**config.mk**
```make
export PLATFORM = sky130hd
export DESIGN_NAME = gpio_evt_bank
export DESIGN_NICKNAME = d
export VERILOG_FILES = /design/src/rtl/gpio_evt_pkg.sv /design/src/rtl/gpio_evt_ctrl.sv /design/src/rtl/gpio_evt_datapath.sv /design/src/rtl/gpio_evt_bank.sv
export SDC_FILE = /design/constraint.sdc
export NUM_CORES = 1
export LEC_CHECK = 0
export BUFFER_PORTS_ARGS = -buffer_cell sky130_fd_sc_hd__buf_2
export CAP_MARGIN = 5
export CORE_MARGIN = 2
export CORE_UTILIZATION = 30
export CTS_CLUSTER_SIZE = 10
export DETAILED_ROUTE_END_ITERATION = 10
export GPL_TIMING_DRIVEN = 0
export HOLD_SLACK_MARGIN = 0.15
export PLACE_DENSITY = 0.55
export SYNTH_ARGS = -nofsm -noshare
export SYNTH_HDL_FRONTEND = slang
export SYNTH_HIERARCHICAL = 1
export SYNTH_SLANG_ARGS = --single-unit
```
**constraint.sdc**
```tcl
create_clock -name clk -period 2.9 [get_ports clk]
set_input_delay 0.58 -clock clk [delete_from_list [all_inputs] [get_ports clk]]
set_output_delay 0.58 -clock clk [all_outputs]
set_load 0.02 [all_outputs]
```
**src/rtl/gpio_evt_pkg.sv**
```systemverilog
package gpio_evt_pkg;
  localparam logic [7:0] IDX_SEL  = 8'hF0;
  localparam logic [7:0] IDX_CFG  = 8'hF1;
  localparam logic [7:0] IDX_DATA = 8'hF2;
  localparam logic [7:0] IDX_IEN  = 8'hF3;
  localparam logic [7:0] IDX_STAT = 8'hF4;

  localparam int CFG_OE   = 0;
  localparam int CFG_PP   = 1;
  localparam int CFG_PU   = 2;
  localparam int CFG_LOCK = 3;
  localparam int CFG_LVL  = 4;
  localparam int CFG_POL  = 5;
  localparam int CFG_DEB  = 6;

  typedef enum logic [2:0] {
    RD_NONE, RD_SEL, RD_CFG, RD_DATA, RD_IEN, RD_STAT
  } rdSrc_e;

  typedef struct packed {
    logic   cfgWr;
    logic   dataWr;
    logic   ienWr;
    logic   statClr;
    rdSrc_e rdSrc;
  } strobes_t;
endpackage

```
**src/rtl/gpio_evt_ctrl.sv**
```systemverilog
module gpio_evt_ctrl
  import gpio_evt_pkg::*;
#(
  parameter int NUM_PINS = 32,
  localparam int SELW = (NUM_PINS > 1) ? $clog2(NUM_PINS) : 1
) (
  input  logic            clk,
  input  logic            rstN,
  input  logic            regWr,
  input  logic [7:0]      regAddr,
  input  logic [SELW-1:0] selData,
  output strobes_t        strobes,
  output logic [SELW-1:0] pinSel
);
  logic selValid;

  always_ff @(posedge clk) begin
    if (!rstN) pinSel <= '0;
    else if (regWr && regAddr == IDX_SEL) pinSel <= selData;
  end

  assign selValid = (32'(pinSel) < NUM_PINS);

  always_comb begin
    strobes = '0;
    strobes.rdSrc = RD_NONE;
    if (regAddr == IDX_SEL) begin
      strobes.rdSrc = RD_SEL;
    end else if (selValid) begin
      case (regAddr)
        IDX_CFG:  begin strobes.cfgWr   = regWr; strobes.rdSrc = RD_CFG;  end
        IDX_DATA: begin strobes.dataWr  = regWr; strobes.rdSrc = RD_DATA; end
        IDX_IEN:  begin strobes.ienWr   = regWr; strobes.rdSrc = RD_IEN;  end
        IDX_STAT: begin strobes.statClr = regWr; strobes.rdSrc = RD_STAT; end
        default:  ;
      endcase
    end
  end
endmodule

```
**src/rtl/gpio_evt_datapath.sv**
```systemverilog
module gpio_evt_datapath
  import gpio_evt_pkg::*;
#(
  parameter int NUM_PINS   = 32,
  parameter int EVT_PINS   = 16,
  parameter int ZERO_PIN   = 30,
  parameter int DEB_CYCLES = 16,
  localparam int SELW = (NUM_PINS > 1) ? $clog2(NUM_PINS) : 1,
  localparam int CNTW = $clog2(DEB_CYCLES + 1)
) (
  input  logic                clk,
  input  logic                rstN,
  input  strobes_t            strobes,
  input  logic [SELW-1:0]     pinSel,
  input  logic [6:0]          wrData,
  input  logic [NUM_PINS-1:0] pinIn,
  output logic [7:0]          rdData,
  output logic [NUM_PINS-1:0] pinOe,
  output logic [NUM_PINS-1:0] pinPushPull,
  output logic [NUM_PINS-1:0] pinPullUp,
  output logic [NUM_PINS-1:0] pinOut,
  output logic [NUM_PINS-1:0] lockVec,
  output logic [NUM_PINS-1:0] statVec,
  output logic [NUM_PINS-1:0] ienVec,
  output logic                irq
);
  localparam logic [CNTW-1:0] CNT_LAST = CNTW'(DEB_CYCLES - 1);

  logic [7:0]          cfgAll [NUM_PINS];
  logic [NUM_PINS-1:0] filtVec;

  for (genvar g = 0; g < NUM_PINS; g++) begin : g_pin
    localparam bit IS_EVT = (g < EVT_PINS);
    localparam logic [7:0] RST_CFG = (g == ZERO_PIN) ? 8'h00 : (IS_EVT ? 8'h44 : 8'h04);

    logic       hit;
    logic [7:0] cfgQ, cfgNext;
    logic       doutQ;
    logic [1:0] syncQ;

    assign hit = (pinSel == SELW'(g));

    always_comb begin
      cfgNext = 8'h00;
      cfgNext[CFG_PU:CFG_OE] = cfgQ[CFG_LOCK] ? cfgQ[CFG_PU:CFG_OE] : wrData[CFG_PU:CFG_OE];
      cfgNext[CFG_LOCK] = cfgQ[CFG_LOCK] | wrData[CFG_LOCK];
      if (IS_EVT) cfgNext[CFG_DEB:CFG_LVL] = wrData[CFG_DEB:CFG_LVL];
    end

    always_ff @(posedge clk) begin
      if (!rstN) cfgQ <= RST_CFG;
      else if (strobes.cfgWr && hit) cfgQ <= cfgNext;
    end

    always_ff @(posedge clk) begin
      if (!rstN) doutQ <= 1'b0;
      else if (strobes.dataWr && hit && !cfgQ[CFG_LOCK]) doutQ <= wrData[0];
    end

    always_ff @(posedge clk) begin
      if (!rstN) syncQ <= 2'b11;
      else syncQ <= {syncQ[0], pinIn[g]};
    end

    assign cfgAll[g]      = cfgQ;
    assign pinOe[g]       = cfgQ[CFG_OE];
    assign pinPushPull[g] = cfgQ[CFG_PP];
    assign pinPullUp[g]   = cfgQ[CFG_PU];
    assign lockVec[g]     = cfgQ[CFG_LOCK];
    assign pinOut[g]      = doutQ;

    if (IS_EVT) begin : g_evt
      logic [CNTW-1:0] cntQ;
      logic filtQ, prevQ, statQ, ienQ, edgeHit, lvlActive;

      always_ff @(posedge clk) begin
        if (!rstN) begin
          cntQ  <= '0;
          filtQ <= 1'b1;
        end else if (!cfgQ[CFG_DEB]) begin
          cntQ  <= '0;
          filtQ <= syncQ[1];
        end else if (syncQ[1] == filtQ) begin
          cntQ  <= '0;
        end else if (cntQ == CNT_LAST) begin
          cntQ  <= '0;
          filtQ <= syncQ[1];
        end else begin
          cntQ  <= cntQ + 1'b1;
        end
      end

      always_ff @(posedge clk) begin
        if (!rstN) prevQ <= 1'b1;
        else prevQ <= filtQ;
      end

      assign edgeHit   = cfgQ[CFG_POL] ? (filtQ & ~prevQ) : (~filtQ & prevQ);
      assign lvlActive = (filtQ == cfgQ[CFG_POL]);

      always_ff @(posedge clk) begin
        if (!rstN) statQ <= 1'b0;
        else if (cfgQ[CFG_LVL]) statQ <= lvlActive;
        else if (edgeHit) statQ <= 1'b1;
        else if (strobes.statClr && hit && wrData[0]) statQ <= 1'b0;
      end

      always_ff @(posedge clk) begin
        if (!rstN) ienQ <= 1'b0;
        else if (strobes.ienWr && hit) ienQ <= wrData[0];
      end

      assign filtVec[g] = filtQ;
      assign statVec[g] = statQ;
      assign ienVec[g]  = ienQ;
    end else begin : g_plain
      assign filtVec[g] = syncQ[1];
      assign statVec[g] = 1'b0;
      assign ienVec[g]  = 1'b0;
    end
  end

  assign irq = |(statVec & ienVec);

  always_comb begin
    rdData = 8'h00;
    case (strobes.rdSrc)
      RD_SEL:  rdData = 8'(pinSel);
      RD_CFG:  rdData = cfgAll[pinSel];
      RD_DATA: rdData = {6'b0, filtVec[pinSel], pinOut[pinSel]};
      RD_IEN:  rdData = {7'b0, ienVec[pinSel]};
      RD_STAT: rdData = {7'b0, statVec[pinSel]};
      default: rdData = 8'h00;
    endcase
  end
endmodule

```
**src/rtl/gpio_evt_bank.sv**
```systemverilog
module gpio_evt_bank
  import gpio_evt_pkg::*;
#(
  parameter int NUM_PORTS     = 4,
  parameter int PINS_PER_PORT = 8,
  parameter int EVT_PORTS     = 2,
  parameter int ZERO_PIN      = 30,
  parameter int DEB_CYCLES    = 16
) (
  input  logic                                 clk,
  input  logic                                 rstN,
  input  logic                                 regWr,
  input  logic [7:0]                           regAddr,
  input  logic [7:0]                           regWrData,
  output logic [7:0]                           regRdData,
  input  logic [NUM_PORTS*PINS_PER_PORT-1:0]   pinIn,
  output logic [NUM_PORTS*PINS_PER_PORT-1:0]   pinOut,
  output logic [NUM_PORTS*PINS_PER_PORT-1:0]   pinOe,
  output logic [NUM_PORTS*PINS_PER_PORT-1:0]   pinPushPull,
  output logic [NUM_PORTS*PINS_PER_PORT-1:0]   pinPullUp,
  output logic                                 irq
);
  localparam int NUM_PINS = NUM_PORTS * PINS_PER_PORT;
  localparam int EVT_PINS = EVT_PORTS * PINS_PER_PORT;
  localparam int SELW     = (NUM_PINS > 1) ? $clog2(NUM_PINS) : 1;

  strobes_t            strobes;
  logic [SELW-1:0]     pinSel;
  logic [NUM_PINS-1:0] lockVec, statVec, ienVec;

  gpio_evt_ctrl #(.NUM_PINS(NUM_PINS)) u_ctrl (
    .clk(clk), .rstN(rstN), .regWr(regWr), .regAddr(regAddr),
    .selData(regWrData[SELW-1:0]), .strobes(strobes), .pinSel(pinSel)
  );

  gpio_evt_datapath #(
    .NUM_PINS(NUM_PINS), .EVT_PINS(EVT_PINS),
    .ZERO_PIN(ZERO_PIN), .DEB_CYCLES(DEB_CYCLES)
  ) u_dp (
    .clk(clk), .rstN(rstN), .strobes(strobes), .pinSel(pinSel),
    .wrData(regWrData[6:0]), .pinIn(pinIn), .rdData(regRdData),
    .pinOe(pinOe), .pinPushPull(pinPushPull), .pinPullUp(pinPullUp),
    .pinOut(pinOut), .lockVec(lockVec), .statVec(statVec),
    .ienVec(ienVec), .irq(irq)
  );
endmodule

```
==> summary.txt, run 1 <==
status: finished with violations
violated checks: setup timing
Syn Inst Count: 1946
CTS tree: done
Post-Syn Area: 0.0193 mm^2
Cell Int Power: 9.24 mW
Pleak: 8.58 nW
Setup Skew: 0.0288 ns
fin crit period: 3.49 ns
count of final setup violators: 7
unrepaired setup endpoints after global routing: yes
remaining antenna violation count: 0
maximum VDD drop: 374 uV
switch share: 0.219
number of DRC markers in iteration 0: 1358
clock buffer depth: 3
final setup TNS: -3.85 ns
CP endpoint kind: output port
Via density: 5.05
port buffer count: 181
Logic pwr share: 0.030
Pwr Density: 508 mW/mm^2
vias in the first global route: 15.1k
total track usage: 0.191
Arr. time, crit path: 2.91 ns
Clock Latency Late Sink: 0.60 ns
maximum clock frequency: 286 MHz
Starting Density: 0.304
synthesized area per cell: 9.91 um^2
Fillers: 6403
initial antenna violation count: 0
critical path required time: 2.32 ns
Relative slew margins: 0.346
NetSw: 2.59 mW
Ant. Diodes: 0
final slew viol count: 0
Cell Rows: 92
Placeable Area: 0.0633 mm^2
RD Place Congestion: 0.940
H-tree levels: 2
hold slack: 0.178 ns
Post-Route WL: 65300 um
Crit Path Category: reg -> out
pin count of the biggest net entering global routing: 20
Vias: 15.5k
Syn Nets: 2029
DIE WIDTH: 257 um
Die Y-Extent: 257 um
Max FO, Critical Path: 6
Least-Margin Pin Slew: 0.981 ns
DP Area: 0.0213 mm^2
DR pass1 iterations: 5
Reg clk slew, reported paths: 0.06 ns
CP Launch Type: flop
CTS Sinks: 421
Util after Layout: 0.368
maxcap violations: 0
DRC: 0
grt ovf: 0
num ports: 188
period utilisation layout: 1.20
Hold WC Path Type: in -> reg
wire length per cell: 21.3 um
DP HPWL: 49100 um
Hold Fails Final Rpt: 0
cts bufs inserted: 49
share of cells above drive strength 1: 0.223
Syn. warnings: 6
PnR worst setup slack: -0.593 ns
synth-to-layout area growth: 20.9%
fin area: 0.0233 mm^2
nets@finish: 2290
Clk pwr share: 0.475
clock tree root buffer cell: clkbuf_16
sequential share of power: 0.495
first-pass GRT wire length: 96000 um
DIE AREA: 0.0663 mm^2
## per-layer routing
metal  vias up  wire [um]  GRT usage
li1       7122          -          -
met1      7636      27300      0.248
met2       596      31100      0.314
met3       129       4820     0.0396
met4         0       2120     0.0703
met5         -          0          0
## worst paths after layout
check	start	endpoint	slack (ns)	cells past startpoint
worst max-delay path	u_ctrl/pinSel[0]	regRdData[0]	-0.59	8
worst min-delay path	pinIn[7]	u_dp/g_pin[7].syncQ[0]	0.18	2
worst max register to register	u_ctrl/pinSel[2]	u_dp/g_pin[5].cfgQ[1]	0.11	6
worst min register to register	u_dp/g_pin[26].syncQ[0]	u_dp/g_pin[26].syncQ[1]	0.40	1
## registers in the layout, indices dropped and copies added, names as in the netlist
register                count
u_dp/g_pin.cfgQ           176
u_dp/g_pin.g_evt.ienQ      16
u_ctrl/pinSel               5
u_dp/g_pin.g_evt.statQ     16
u_dp/g_pin.g_evt.prevQ     16
u_dp/g_pin.g_evt.filtQ     16
u_dp/g_pin.doutQ           32
u_dp/g_pin.g_evt.cntQ      80
u_dp/g_pin.syncQ           64
## power groups by stage
stage               combinational [mW]  sequential, mW  clock [mW]
floorplan                        0.198            5.97           0
global placement                 0.330            5.98           0
detailed placement               0.337            5.98           0
CTS                              0.351            5.86        5.77
global route                     0.382            5.86        5.96
finish                           0.353            5.86        5.63
## cells in the final DEF, fill, tap and decap left out, types with 11 or more instances in the layout
master	instances
nor2b_1	140
mux4_2	77
nand3_1	127
inv_1	38
buf_6	11
a21boi_0	61
clkbuf_16	51
nor4_2	16
nor4_1	16
buf_1	11
dfxtp_1	419
nand3b_1	33
dlygate4sd3_1	12
clkbuf_1	79
nor2_1	151
o21a_1	16
nand2_1	149
ha_1	32
xnor2_1	26
buf_12	13
nand2b_1	96
and3_1	17
o21ai_0	29
nor3_1	27
xor2_1	41
a31oi_1	25
mux2i_1	142
buf_2	184
buf_4	97
## per-stage QoR
stage,total power [mW],worst slack (ns),cells
final,11.8,-0.593,3067
after global routing,12.2,-0.665,3067
after CTS,12.0,-0.597,3060
after detailed placement,6.32,-0.943,2973
after global placement,6.31,-0.990,2973
after floorplan,6.17,0.0397,1946
## what timing repair did
action | 4_1_cts | 5_1_grt
setup endpoints to repair | 13 | 72
buffers inserted | 11 | 7
endpoints found under the hold margin | 12 | 0
pin swaps | 3 | 2
gates cloned | 0 | 0
hold buffers | 12 | 0
gates resized for setup | 63 | 25
## area by class of cell
type | count | area (um^2) | share of cell area
Clock buffer | 64 | 1390 | 0.0594
Sequential cell | 421 | 8430 | 0.362
Timing Repair Buffer | 211 | 1280 | 0.0547
Tap cell | 846 | 1060 | 0.0454
Multi-Input combinational cell | 1287 | 9680 | 0.415
Buffer | 199 | 1330 | 0.0568
Clock inverter | 1 | 8.76 | 0.000376
Inverter | 38 | 143 | 0.00612
## worst max-delay path, cell delays in order, from the launching register on
cell and delay, ns:
dfxtp_4 0.37, buf_12 0.15, buf_12 0.14, mux4_2 0.52
mux2_4 0.31, a32oi_2 0.20, o211ai_1 0.14, nand3b_1 0.28
buf_6 0.19
Note: power is estimated with default switching activity, not from simulation.
==> inputs of run 2 (changes only) <==
CORE_UTILIZATION = 54   (was 30)
PLACE_DENSITY = 0.84   (was 0.55)
==> run 2 against run 1 <==
  * The run still ends with setup timing left
  * Power is 2.7% lower
  * Count of clock-buffer cells in the layout is 11 lower
  * Utilization is 27 points higher
  * Combinational power is 3% lower
  * Critical path depth stayed put
  * Highest routed layer is now met5
  * Final cell count is 13% lower
  * Sequential share of layout area is 1.4 points higher
  * Maximum frequency is 2.6% higher
  * Clock skew is 0.0057 ns lower
  * Sequential cell count stayed put
  * Sequential power hardly changed
==> summary.txt, run 2 (same netlist as run 1, synthesis figures left out) <==
DR pass1 iterations: 7 (was 5)
Crit Path Category: reg -> out (unchanged)
Util after Layout: 0.635 (was 0.368)
slowest CP cell: mux4_2 (unchanged)
critical-path cell list: buf_12 > buf_12 > mux4_2 > mux2_4 > a32oi_1 > o211ai_1 > nand3b_1 > buf_6 (was buf_12 > buf_12 > mux4_2 > mux2_4 > a32oi_2 > o211ai_1 > nand3b_1 > buf_6)
nets@finish: 2269 (was 2290)
status: finished with violations (unchanged)
Post-Place Worst Slack: -0.732 ns (was -0.943 ns)
Design Power: 11.5 mW (was 11.8 mW)
CP endpoint kind: output port (unchanged)
DP HPWL: 43300 um (was 49100 um)
initial antenna violation count: 3 (was 0)
unrepaired setup endpoints after global routing: yes (unchanged)
maximum clock frequency: 294 MHz (was 286 MHz)
clock buffer depth: 3 (unchanged)
share of cells above drive strength 1: 0.218 (was 0.223)
Hold Fails Final Rpt: 0 (unchanged)
Clock Latency Late Sink: 0.57 ns (was 0.60 ns)
Hold WC Path Type: in -> reg (unchanged)
WP buf/inv: 3 (unchanged)
biggest regs: u_dp/g_pin.cfgQ x176, u_dp/g_pin.g_evt.cntQ x80, u_dp/g_pin.syncQ x64 (unchanged)
CP Launch Type: flop (unchanged)
fin crit period: 3.40 ns (was 3.49 ns)
Sequential Area: 0.00843 mm^2 (unchanged)
H-tree levels: 2 (unchanged)
Setup Skew: 0.0231 ns (was 0.0288 ns)
Most flops, register: u_dp/g_pin.cfgQ (unchanged)
DRC: 0 (unchanged)
hold slack: 0.204 ns (was 0.178 ns)
vias in the first global route: 15.5k (was 15.1k)
max reg flops: 176 (unchanged)
DIE WIDTH: 193 um (was 257 um)
Pleak: 8.39 nW (was 8.58 nW)
port buffer count: 181 (unchanged)
CTS Sinks: 421 (unchanged)
DIE AREA: 0.0372 mm^2 (was 0.0663 mm^2)
fin area: 0.0225 mm^2 (was 0.0233 mm^2)
Post-Route WL: 60200 um (was 65300 um)
Vias: 16.1k (was 15.5k)
maximum VDD drop: 438 uV (was 374 uV)
most frequent CP cell: buf_12 (unchanged)
total track usage: 0.319 (was 0.191)
first-pass GRT wire length: 89600 um (was 96000 um)
Die Y-Extent: 193 um (was 257 um)
grt ovf: 0 (unchanged)
Max FO, Critical Path: 7 (was 6)
pin count of the biggest net entering global routing: 20 (unchanged)
footprint of the multi-input gates: 0.00965 mm^2 (was 0.00968 mm^2)
DP Area: 0.0208 mm^2 (was 0.0213 mm^2)
maxcap violations: 0 (unchanged)
cts bufs inserted: 48 (was 49)
Arr. time, crit path: 2.82 ns (was 2.91 ns)
period utilisation layout: 1.17 (was 1.20)
largest stage delay on the critical path: 0.54 ns (was 0.52 ns)
synth-to-layout area growth: 16.5% (was 20.9%)
num ports: 188 (unchanged)
number of DRC markers in iteration 0: 1980 (was 1358)
CP top delay family: multiplexers (unchanged)
RD Place Congestion: 1.02 (was 0.940)
wire length per cell: 22.7 um (was 21.3 um)
Cell Rows: 69 (was 92)
count of final setup violators: 8 (was 7)
Fillers: 2809 (was 6403)
commonest non-fill, non-tap cell in the layout: dfxtp_1 (unchanged)
remaining antenna violation count: 0 (unchanged)
Via density: 6.07 (was 5.05)
critical path required time: 2.32 ns (about the same)
Reg clk slew, reported paths: 0.06 ns (about the same)
CTS tree: done (unchanged)
commonest cells after routing, fill and taps aside: dfxtp_1, buf_2, nor2_1 (unchanged)
Least-Margin Pin Slew: 1.02 ns (was 0.981 ns)
clock tree root buffer cell: clkbuf_16 (unchanged)
Relative slew margins: 0.317 (was 0.346)
violated checks: setup timing (unchanged)
Starting Density: 0.545 (was 0.304)
Pwr Density: 512 mW/mm^2 (was 508 mW/mm^2)
final slew viol count: 0 (unchanged)
Placeable Area: 0.0354 mm^2 (was 0.0633 mm^2)
PnR worst setup slack: -0.504 ns (was -0.593 ns)
==> run 2: changes by cell type in the layout (fill, tap and decap cells not counted), sizes merged <==
cell         delta
buf             -7
bufinv          +1
clkbuf         -12
diode           +1
dlygate4sd3    -12
inv             +1
==> run 2: final timing paths <==
check | slack, ns | from | end | depth (start not counted)
setup reg to reg | 0 | u_ctrl/pinSel[0] | u_dp/g_pin[10].doutQ | 9
hold / removal | 0.20 | pinIn[17] | u_dp/g_pin[17].syncQ[0] | 2
setup / recovery | -0.50 | u_ctrl/pinSel[0] | regRdData[0] | 8
hold reg to reg | 0.40 | u_dp/g_pin[24].syncQ[0] | u_dp/g_pin[24].syncQ[1] | 1
==> run 2: metrics by stage <==
stage / instances / TNS [ns]
2_1_floorplan: 1946 / 0
6_report: 2654 / -3.07
3_5_place_dp: 2588 / -35.09
5_1_grt: 2654 / -3.35
4_1_cts: 2653 / -2.77
3_3_place_gp: 2588 / -27.48
==> run 2: where the power goes <==
group	leakage (nW)	total [mW]	internal, mW	switching (mW)
registers	3.41	5.86	5.84	0.0195
logic	4.34	0.341	0.122	0.219
clock network	0.638	5.31	3.09	2.22
==> run 2: per-layer routing <==
metal  GRT usage  share of wire  vias up
li1            -              -     7073
met1       0.405           0.37     7714
met2       0.499           0.45     1051
met3      0.0871           0.12      260
met4       0.168          0.056        2
met5           0        0.00017        -
==> run 2: repair_timing <==
item                                    in CTS  in global routing
endpoints found under the setup margin       7                 50
setup buffers                                8                  1
pin swaps                                    2                  2
gates cloned                                 2                  0
gates resized for setup                     63                 17
hold buffers                                 0                  0
==> run 2: final cells by class <==
type | count | share of cell area
Buffer | 199 | 0.0578
Multi-Input combinational cell | 1287 | 0.430
Clock buffer | 53 | 0.0557
Tap cell | 461 | 0.0257
Sequential cell | 421 | 0.375
Timing Repair Buffer | 191 | 0.0469
Clock inverter | 3 | 0.00212
Antenna cell | 1 | 0.000111
Inverter | 38 | 0.00635
==> inputs of run 3 (changes only) <==
CORE_UTILIZATION = 56   (was 54)
CTS_BUF_LIST = sky130_fd_sc_hd__clkbuf_4   (was unset)
PLACE_DENSITY = 0.86   (was 0.84)
==> run 3 against run 2 <==
  * The flow still finishes with violations (setup timing)
  * Maximum frequency shrank 6.6%
  * Final cell count grew 5.8%
  * Clock skew grew 0.067 ns
  * Sequential cell count is the same
  * Register-to-register slack is essentially flat
  * Die area shrank 3.5%
  * Final area grew 1.8%
==> summary.txt, run 3 (same netlist as run 1, synthesis figures left out) <==
Max FO, Critical Path: 10 (was 7)
Design Power: 11.0 mW (was 11.5 mW)
DIE AREA: 0.0359 mm^2 (was 0.0372 mm^2)
DR pass1 iterations: 8 (was 7)
NetSw: 2.63 mW (was 2.46 mW)
biggest regs: u_dp/g_pin.cfgQ x176, u_dp/g_pin.g_evt.cntQ x80, u_dp/g_pin.syncQ x64 (unchanged)
CTS tree: done (unchanged)
Starting Density: 0.572 (was 0.545)
commonest cells after routing, fill and taps aside: dfxtp_1, buf_2, nor2_1 (unchanged)
Cell Int Power: 8.40 mW (was 9.05 mW)
vias in the first global route: 16.4k (was 15.5k)
violated checks: setup timing (unchanged)
clock buffer depth: 3 (unchanged)
Min-Delay Path Depth: 3 (was 2)
Pleak: 8.70 nW (was 8.39 nW)
unrepaired setup endpoints after global routing: yes (unchanged)
Clk pwr share: 0.435 (was 0.462)
DRC: 0 (unchanged)
H-tree levels: 3 (was 2)
commonest non-fill, non-tap cell in the layout: dfxtp_1 (unchanged)
count of final setup violators: 7 (was 8)
DP HPWL: 43500 um (was 43300 um)
Arr. time, crit path: 3.06 ns (was 2.82 ns)
Fillers: 2548 (was 2809)
initial antenna violation count: 2 (was 3)
Pwr Density: 482 mW/mm^2 (was 512 mW/mm^2)
wire length per cell: 21.9 um (was 22.7 um)
RD Place Congestion: 0.974 (was 1.02)
Clock Latency Late Sink: 0.80 ns (was 0.57 ns)
Via density: 5.98 (was 6.07)
num ports: 188 (unchanged)
critical path required time: 2.32 ns (about the same)
Hold Fails Final Rpt: 0 (unchanged)
max reg flops: 176 (unchanged)
Crit Path Category: reg -> out (unchanged)
maxcap violations: 0 (unchanged)
DIE WIDTH: 190 um (was 193 um)
cell depth of the worst flop-to-flop path: 6 (was 9)
maximum VDD drop: 408 uV (was 438 uV)
fin crit period: 3.64 ns (was 3.40 ns)
nets@finish: 2366 (was 2269)
Post-Route WL: 61500 um (was 60200 um)
number of DRC markers in iteration 0: 2063 (was 1980)
port buffer count: 181 (unchanged)
Most flops, register: u_dp/g_pin.cfgQ (unchanged)
switch share: 0.239 (was 0.214)
CTS Sinks: 421 (unchanged)
remaining antenna violation count: 0 (unchanged)
grt ovf: 0 (unchanged)
total track usage: 0.338 (was 0.319)
CP endpoint kind: output port (unchanged)
Least-Margin Pin Slew: 1.10 ns (was 1.02 ns)
Post-Place Worst Slack: -0.846 ns (was -0.732 ns)
Relative slew margins: 0.266 (was 0.317)
Logic pwr share: 0.034 (was 0.030)
Vias: 16.8k (was 16.1k)
final slew viol count: 0 (unchanged)
PnR worst setup slack: -0.745 ns (was -0.504 ns)
Reg clk slew, reported paths: 0.07 ns (was 0.06 ns)
status: finished with violations (unchanged)
footprint of the multi-input gates: 0.00968 mm^2 (was 0.00965 mm^2)
first-pass GRT wire length: 93000 um (was 89600 um)
sequential share of power: 0.530 (was 0.509)
Hold WC Path Type: in -> reg (unchanged)
Cell Rows: 67 (was 69)
maximum clock frequency: 274 MHz (was 294 MHz)
Die Y-Extent: 190 um (was 193 um)
Placeable Area: 0.0337 mm^2 (was 0.0354 mm^2)
cts bufs inserted: 105 (was 48)
Sequential Area: 0.00843 mm^2 (unchanged)
CP Launch Type: flop (unchanged)
period utilisation layout: 1.26 (was 1.17)
r2r setup slk: 0.01 ns (was 0 ns)
placed cells: 2575 (was 2588)
fin cells: 2809 (was 2654)
clock tree root buffer cell: clkbuf_4 (was clkbuf_16)
pin count of the biggest net entering global routing: 20 (unchanged)
share of cells above drive strength 1: 0.251 (was 0.218)
synth-to-layout area growth: 18.7% (was 16.5%)
Setup Skew: 0.0904 ns (was 0.0231 ns)
==> run 3: cell count changes in the layout (fill, tap and decap cells not counted), moves of 3 or more <==
cell           delta
clkbuf_4        +149
clkbuf_16        -49
dlygate4sd3_1    +36
clkinv_1         +26
clkinv_2          +5
buf_4             -4
buf_6             +4
clkbuf_1          -3
inv_2             +3
o21ai_1           -3
o21ai_2           +3
==> run 3: what timing repair did <==
| action | in CTS | in global routing |
|---|---|---|
| gates resized for setup | 59 | 26 |
| hold endpoints to repair | 36 | 0 |
| pin swaps | 2 | 4 |
| endpoints found under the setup margin | 7 | 7 |
| hold buffers | 36 | 0 |
| setup buffers | 4 | 9 |
| cloned | 2 | 0 |
==> run 3: path summary, 6_finish.rpt <==
| check | to | startpoint |
|---|---|---|
| setup / recovery | regRdData[0] | u_ctrl/pinSel[0] |
| setup reg to reg | u_dp/g_pin[5].cfgQ[0] | u_ctrl/pinSel[2] |
| hold reg to reg | u_dp/g_pin[1].syncQ[1] | u_dp/g_pin[1].syncQ[0] |
| hold / removal | u_ctrl/pinSel[1] | regWrData[1] |
==> run 3: metal layers <==
layer | vias to the layer above | track usage | share of wire
met5 | - | 0 | 0.00020
met4 | 2 | 0.173 | 0.053
met3 | 263 | 0.0902 | 0.12
met2 | 1182 | 0.532 | 0.45
met1 | 7998 | 0.429 | 0.37
li1 | 7356 | - | -
==> run 3: layout make-up <==
class                      instances  area share
multi-input combinational       1287       0.423
inverter                          38     0.00624
antenna                            2    0.000219
timing repair buffer             231      0.0639
clock inverter                    37     0.00826
sequential                       421       0.369
buffer                           199      0.0571
tap                              448      0.0245
clock buffer                     146      0.0479
==> run 3: power by group through the flow <==
stage               sequential (mW)  combinational (mW)  clock, mW
global placement               5.98               0.315          0
finish                         5.85               0.380       4.80
global route                   5.85               0.399       5.21
CTS                            5.85               0.364       4.87
floorplan                      5.97               0.198          0
detailed placement             5.98               0.323          0
==> run 3: stage by stage <==
stage	cell area [um^2]	hold slack (ns)	utilization	setup TNS, ns
after CTS	22700	0.150	0.674	-4.39
after global routing	22900	0.176	0.679	-4.85
after global placement	20800	0.391	0.616	-27.30
final	22900	0.169	0.679	-4.55
after detailed placement	20800	0.392	0.616	-40.20
after floorplan	19300	0.386	-	0
==> run 3: worst max-delay path, stage by stage, from the launching register on <==
cell,delay (ns)
dfxtp_4,0.38
buf_12,0.16
buf_8,0.21
mux4_2,0.55
a22oi_1,0.22
a31oi_1,0.11
o21bai_1,0.27
nand3b_1,0.19
buf_6,0.18
